--- src/rtl/load_order_queue.sv ---
module load_order_queue #(
  parameter int DEPTH   = 8,
  parameter int SEQW    = 16,
  parameter int ADDRW   = 32,
  parameter int BLK_LSB = 8,
  parameter int CNTW    = 16,
  localparam int IDXW   = $clog2(DEPTH),
  localparam int CW     = $clog2(DEPTH + 1)
) (
  input  logic             clk,
  input  logic             rst_n,
  input  logic             disp_valid,
  input  logic [SEQW-1:0]  disp_seq,
  output logic             disp_ready,
  output logic [IDXW-1:0]  disp_idx,
  input  logic             exec_valid,
  input  logic [IDXW-1:0]  exec_idx,
  input  logic [ADDRW-1:0] exec_addr,
  input  logic             st_valid,
  input  logic [SEQW-1:0]  st_seq,
  input  logic [ADDRW-1:0] st_addr,
  output logic             st_fault,
  input  logic             cmt_valid,
  input  logic [SEQW-1:0]  cmt_seq,
  input  logic             sqsh_valid,
  input  logic [SEQW-1:0]  sqsh_seq,
  input  logic             blk_set,
  input  logic [SEQW-1:0]  blk_seq,
  input  logic             blk_ack,
  output logic             blk_active,
  output logic             blk_handled,
  output logic [SEQW-1:0]  blk_seq_q,
  input  logic             viol_read,
  output logic             viol_valid,
  output logic [SEQW-1:0]  viol_seq,
  output logic [IDXW-1:0]  viol_idx,
  output logic [CNTW-1:0]  viol_count,
  input  logic [CW-1:0]    sq_free,
  output logic [CW-1:0]    free_cnt
);

  logic [DEPTH-1:0] held, ran;
  logic [SEQW-1:0]  lseq  [DEPTH];
  logic [ADDRW-1:0] laddr [DEPTH];

  logic [CW-1:0]   used, lq_free, tight;
  logic [IDXW-1:0] pick;
  logic            hit;
  logic [IDXW-1:0] hit_idx;
  logic [SEQW-1:0] hit_seq;
  logic [DEPTH-1:0] drop;

  always_comb begin
    used = '0;
    pick = '0;
    for (int i = DEPTH - 1; i >= 0; i--) begin
      used = used + CW'(held[i]);
      if (!held[i]) pick = IDXW'(i);
    end
  end

  assign disp_ready = used < CW'(DEPTH - 1);
  assign disp_idx   = pick;
  wire   take       = disp_valid && disp_ready;

  assign lq_free  = CW'(DEPTH) - used;
  assign tight    = (lq_free < sq_free) ? lq_free : sq_free;
  assign free_cnt = (tight == '0) ? '0 : tight - 1'b1;

  always_comb begin
    hit = 1'b0;
    hit_idx = '0;
    hit_seq = '0;
    for (int i = 0; i < DEPTH; i++) begin
      if (held[i] && ran[i] && lseq[i] > st_seq &&
          laddr[i][ADDRW-1:BLK_LSB] == st_addr[ADDRW-1:BLK_LSB] &&
          (!hit || lseq[i] < hit_seq)) begin
        hit = 1'b1;
        hit_idx = IDXW'(i);
        hit_seq = lseq[i];
      end
    end
  end

  wire probe = st_valid && !viol_valid;

  always_comb
    for (int i = 0; i < DEPTH; i++)
      drop[i] = (cmt_valid && lseq[i] <= cmt_seq) || (sqsh_valid && lseq[i] > sqsh_seq);

  always_ff @(posedge clk) begin
    if (!rst_n) begin
      held <= '0;
      ran  <= '0;
      for (int i = 0; i < DEPTH; i++) begin
        lseq[i]  <= '0;
        laddr[i] <= '0;
      end
    end else begin
      for (int i = 0; i < DEPTH; i++) begin
        if (held[i] && drop[i]) begin
          held[i] <= 1'b0;
          ran[i]  <= 1'b0;
        end else if (held[i] && exec_valid && exec_idx == IDXW'(i)) begin
          ran[i]   <= 1'b1;
          laddr[i] <= exec_addr;
        end else if (!held[i] && take && pick == IDXW'(i)) begin
          held[i] <= 1'b1;
          ran[i]  <= 1'b0;
          lseq[i] <= disp_seq;
        end
      end
    end
  end

  always_ff @(posedge clk) begin
    if (!rst_n) begin
      viol_valid <= 1'b0;
      viol_seq   <= '0;
      viol_idx   <= '0;
      viol_count <= '0;
      st_fault   <= 1'b0;
    end else begin
      st_fault <= probe && hit;
      if (probe && hit) begin
        viol_valid <= 1'b1;
        viol_seq   <= hit_seq;
        viol_idx   <= hit_idx;
        viol_count <= viol_count + 1'b1;
      end else if (probe || viol_read) begin
        viol_valid <= 1'b0;
      end
    end
  end

  always_ff @(posedge clk) begin
    if (!rst_n) begin
      blk_active  <= 1'b0;
      blk_handled <= 1'b0;
      blk_seq_q   <= '0;
    end else if (sqsh_valid && sqsh_seq < blk_seq_q) begin
      blk_active  <= 1'b0;
      blk_handled <= 1'b0;
      blk_seq_q   <= '0;
    end else if (blk_set) begin
      blk_active  <= 1'b1;
      blk_handled <= 1'b0;
      blk_seq_q   <= blk_seq;
    end else if (blk_ack && blk_active) begin
      blk_handled <= 1'b1;
    end
  end

  assert_room_kept_R2: assert property (@(posedge clk) disable iff (!rst_n)
    used <= CW'(DEPTH - 1));

  assert_full_refuses_R2: assert property (@(posedge clk) disable iff (!rst_n)
    (!disp_ready && !cmt_valid && !sqsh_valid) |=> (used == $past(used)));

  assert_commit_shrinks_R3: assert property (@(posedge clk) disable iff (!rst_n)
    (cmt_valid && !disp_valid) |=> (used <= $past(used)));

  assert_fault_sets_violator_R7: assert property (@(posedge clk) disable iff (!rst_n)
    st_fault |-> viol_valid);

  assert_hold_violator_R8: assert property (@(posedge clk) disable iff (!rst_n)
    (viol_valid && !viol_read) |=> (viol_valid && $stable(viol_seq) && $stable(viol_idx) && !st_fault));

  assert_read_clears_R9: assert property (@(posedge clk) disable iff (!rst_n)
    (viol_valid && viol_read) |=> !viol_valid);

  assert_block_release_R10: assert property (@(posedge clk) disable iff (!rst_n)
    (sqsh_valid && sqsh_seq < blk_seq_q) |=> (!blk_active && !blk_handled));

  always_comb
    if (rst_n) assert_free_bound_R11: assert (free_cnt < lq_free || lq_free == '0);

endmodule

--- config.mk ---
export PLATFORM = sky130hd
export DESIGN_NAME = load_order_queue
export DESIGN_NICKNAME = d
export VERILOG_FILES = /design/src/rtl/load_order_queue.sv
export SDC_FILE = /design/constraint.sdc
export NUM_CORES = 2
export LEC_CHECK = 0
export ABC_AREA = 1
export ABC_CLOCK_PERIOD_IN_PS = 18800
export BUFFER_PORTS_ARGS = -buffer_cell sky130_fd_sc_hd__clkbuf_2
export CAP_MARGIN = 25
export CORE_ASPECT_RATIO = 1.25
export CORE_MARGIN = 10
export CORE_UTILIZATION = 40
export DETAILED_ROUTE_END_ITERATION = 16
export GPL_ROUTABILITY_DRIVEN = 0
export PLACE_DENSITY_LB_ADDON = 0.1
export REMOVE_ABC_BUFFERS = 1
export SYNTH_ARGS = -nofsm -noshare
export SYNTH_HDL_FRONTEND = slang
export SYNTH_SLANG_ARGS = --single-unit
--- constraint.sdc ---
create_clock -name clk -period 18.8 [get_ports clk]
set_input_delay 3.76 -clock clk [delete_from_list [all_inputs] [get_ports clk]]
set_output_delay 3.76 -clock clk [all_outputs]
set_load 0.02 [all_outputs]
==> summary.txt <==
Worst hold path
  – Min-delay src: viol_seq[4]
  – Type of the most critical hold path: reg2reg
  – Worst Hold End: viol_seq[4]
  – Hold path depth: 2

Timing
  – Worst clock skew: roughly 0.017 ns
  – Final hold vios: 0
  – Final worst slack: 1.00 ns
  – TNS Setup: 0 ns
  – Actual slew at the worst max-slew pin: 1.03 ns
  – RSZ-0062 raised after global routing: no
  – Fmax: 56.2 MHz
  – Count of final max-slew check failures: 0
  – Relative slew slack: 29.7%
  – Min Tclk post-route: 17.80 ns
  – # setup viols final: 0
  – Final cycle utilization of the critical path: 94.7%

Finish
  – Reg area: 11000 um^2
  – Share of layout cells above drive strength 1: between 10% and 20%
  – Multi-input gate area: 19000 um^2
  – Most frequent cells in the layout: 886 x nand2_1, 523 x nor2_1, 514 x ha_1
  – Filler cell count: 8196
  – Antenna diodes: 0
  – Most common cell after layout, fill and taps aside: nand2_1
  – NumNets Final: about 5.1k
  – Area grow syn2layout: 13.0%

Floorplan
  – FP Rows: 116
  – Die ar.: 92800 um^2
  – Die width: 275 um
  – Die Span Y: 338 um
  – Starting Density: 40.4%
  – Core ar.: ~80000 um^2
  – Ports: between 200 and 250

Critical path
  – Crit start category: primary input
  – R2r setup slk: 3.72 ns
  – Worst reg2reg path depth: 80
  – Crit path kind: in2reg
  – Largest fanout on the critical path: 30
  – Critical Path RT: 19.32 ns
  – Critical path arrival: 18.32 ns
  – Slowest cell on the critical path: o21ai_0
  – Worst path depth: 82
  – CP most frequent cell: nand2_1
  – Reg2Reg Launch Point: lseq[0][15]
  – Worst R2R End: viol_seq[8]
  – Cell family with most CP delay: compound AO/OA/AOI/OAI gates
  – Slowest stage delay, CP: ~0.43 ns
  – Bufs and invs on worst path: 8
  – Worst Setup End Kind: flop

Synthesis
  – Syn Std Cell Area: 32400 um^2
  – Post-Synth Adder-Cell Area: 20.1%
  – XOR/XNOR Fraction of Synth Area: between 1 and 1.5%
  – Post-synth top area share: between 20% and 30%
  – Synth Instances: 4126
  – Post-synthesis mux area share: 0%
  – Post-synthesis cell type count: 60
  – Largest cells by area after synthesis: edfxtp_1 30%, ha_1 20%, nand2_1 10%
  – Register area share after synthesis: ~34%
  – Post-synthesis compound-gate area fraction: between 10% and 20%
  – Synth warnings: 0
  – Post-synth ARST share: 0%
  – Post-synth EDFFs: between 300 and 400
  – Yosys reg bits: 391
  – Simple-gate share of the synthesized area: 26.9%
  – Top cell type by total area after synthesis: edfxtp_1
  – Main combinational cell family by area after synthesis: simple AND/OR/NAND/NOR gates
  – Ys flop type: edfxtp_1
  – Avg Cell Area, Syn: 7.85 um^2

Pwr
  – Max IR drop VDD: 65.8 uV
  – Static leakage: between 15 and 20 nW
  – PwrDens: 65.6 nW/um^2

Global route
  – Largest net degree at the start of global routing: 46
  – GR Overflow Total: 0
  – Initial antenna violation count: 1
  – GRT Util Overall: roughly a quarter
  – First-pass GRT wire length: around 180000 um
  – Vias in the first global route: 28.1k

Route
  – Vias: 29.8k
  – Antenna-violating nets left: 0
  – DR WL/cell: roughly 23 um
  – Total Wirelength: 124000 um
  – Drc violations: 0
  – Vias per cell: 5.45
  – Drt first-iter violations: 2330
  – First drt pass iteration count: 6

Clock network
  – Clock Sinks: 391
  – # resized after CTS: 0
  – Hold_buf cts: 0
  – Root Buffer: clkbuf_16
  – CTS tree: yes
  – CTS H-tree depth: 2
  – TritonCTS buffer count: 46
  – Worst skew pair latency: 0.62 ns
  – Clock transition time at the flip-flop clock pins of the worst setup and hold paths: 0.06 ns
  – Setup bufs post-CTS: 0
  – Maximum clock path buffer count: 3

Job
  – Max-cap violations: 0

Place
  – IO Port Bufs: 207
  – Placement Setup Slack: around 0.00006 ns
  – Hpwl dp: 101000 um

Outcome
  – Status: complete, no violations
-- registers in the layout, indices dropped and copies added, names as in the netlist --
signal and cells:
blk_active 1, blk_handled 1, blk_seq_q 16, held 8
laddr 192, lseq 128, ran 8, st_fault 1
viol_count 16, viol_idx 3, viol_seq 16, viol_valid 1
-- metal layers --
| metal | part of all wire (%) | track usage (%) | wire length, um | vias up |
|---|---|---|---|---|
| met5 | 0.0073 | 0 | 9 | - |
| met1 | 40 | 30.9 | 49900 | 13800 |
| met4 | 5.8 | 12.9 | 7120 | 2 |
| met2 | 49 | 44.7 | 60000 | 963 |
| li1 | - | - | - | 14700 |
| met3 | 5.4 | 3.26 | 6670 | 286 |
-- cells in the mapped netlist, types with 6 or more instances --
cell,number
nor4_1,73
clkbuf_1,63
nor2_1,525
buf_4,9
nand2_4,10
nand2_2,17
inv_2,23
ha_1,514
and3_1,11
o2111ai_1,25
nand4_1,125
buf_2,9
a32o_1,8
nand3_1,140
nor4b_1,11
a31oi_1,8
a221oi_1,7
o221ai_1,8
or2_2,68
nor3b_1,6
dfxtp_1,71
o22ai_1,7
inv_1,486
o211ai_1,24
edfxtp_1,320
xnor2_1,9
a21oi_1,242
a2111oi_0,8
nand2_1,886
clkinv_1,8
a21o_1,6
nor3_1,94
a211oi_1,39
nand3b_1,6
xor2_1,29
or4_1,7
o21ai_0,177
-- layout make-up --
type	count	area share, %
clock buffers	60	3.46
clock inverters	26	0.571
inverters	518	5.35
multi-input cells	3128	52.0
flip-flops and latches	391	30.1
well taps	1062	3.63
repair buffers	291	4.82
repair inverters	1	0.0137
-- tightest hold or removal path, stage by stage, from the launching register on --
cell and delay [ns]:
dfxtp_1 0.31, nand2_1 0.06, a21oi_1 0.05
-- worst max path at each step --
stage                           from            to
final                      st_seq[1]   viol_seq[8]
after global routing       st_seq[1]   viol_seq[8]
after CTS                 st_seq[15]   viol_seq[6]
after detailed placement  st_seq[15]  viol_seq[11]
after global placement    st_seq[15]   viol_seq[6]
after floorplan           st_seq[15]  viol_seq[10]
-- logic make-up (layout without fill, tap and decap cells) --
kind of cell	count (synthesis)	after routing
adders and majority gates	518	518
buffers and inverters	607	896
AOI/OAI and AO/OA	586	586
DFF	391	391
and+or+nand+nor	1986	1986
xor gates and xnor gates	38	38
-- where the power goes --
group / switching [W] / internal [W]
registers: 0.0000408 / 0.000975
clock network: 0.000402 / 0.000504
logic: 0.000317 / 0.000160
total: 0.000760 / 0.00164
-- metrics by stage --
| stage | instance area, um^2 | power, W | util, % | cells | hold WS (ns) |
|---|---|---|---|---|---|
| floorplan | 32000 | 0.00131 | - | 4037 | 0.476 |
| global placement | 34900 | 0.00150 | 43.5 | 5384 | 0.456 |
| detailed placement | 35000 | 0.00150 | 43.6 | 5386 | 0.454 |
| CTS | 36400 | 0.00241 | 45.4 | 5472 | 0.464 |
| global route | 36600 | 0.00250 | 45.6 | 5477 | 0.480 |
| finish | 36600 | 0.00240 | 45.6 | 5477 | 0.463 |
Power figures use the tool's default switching activity.
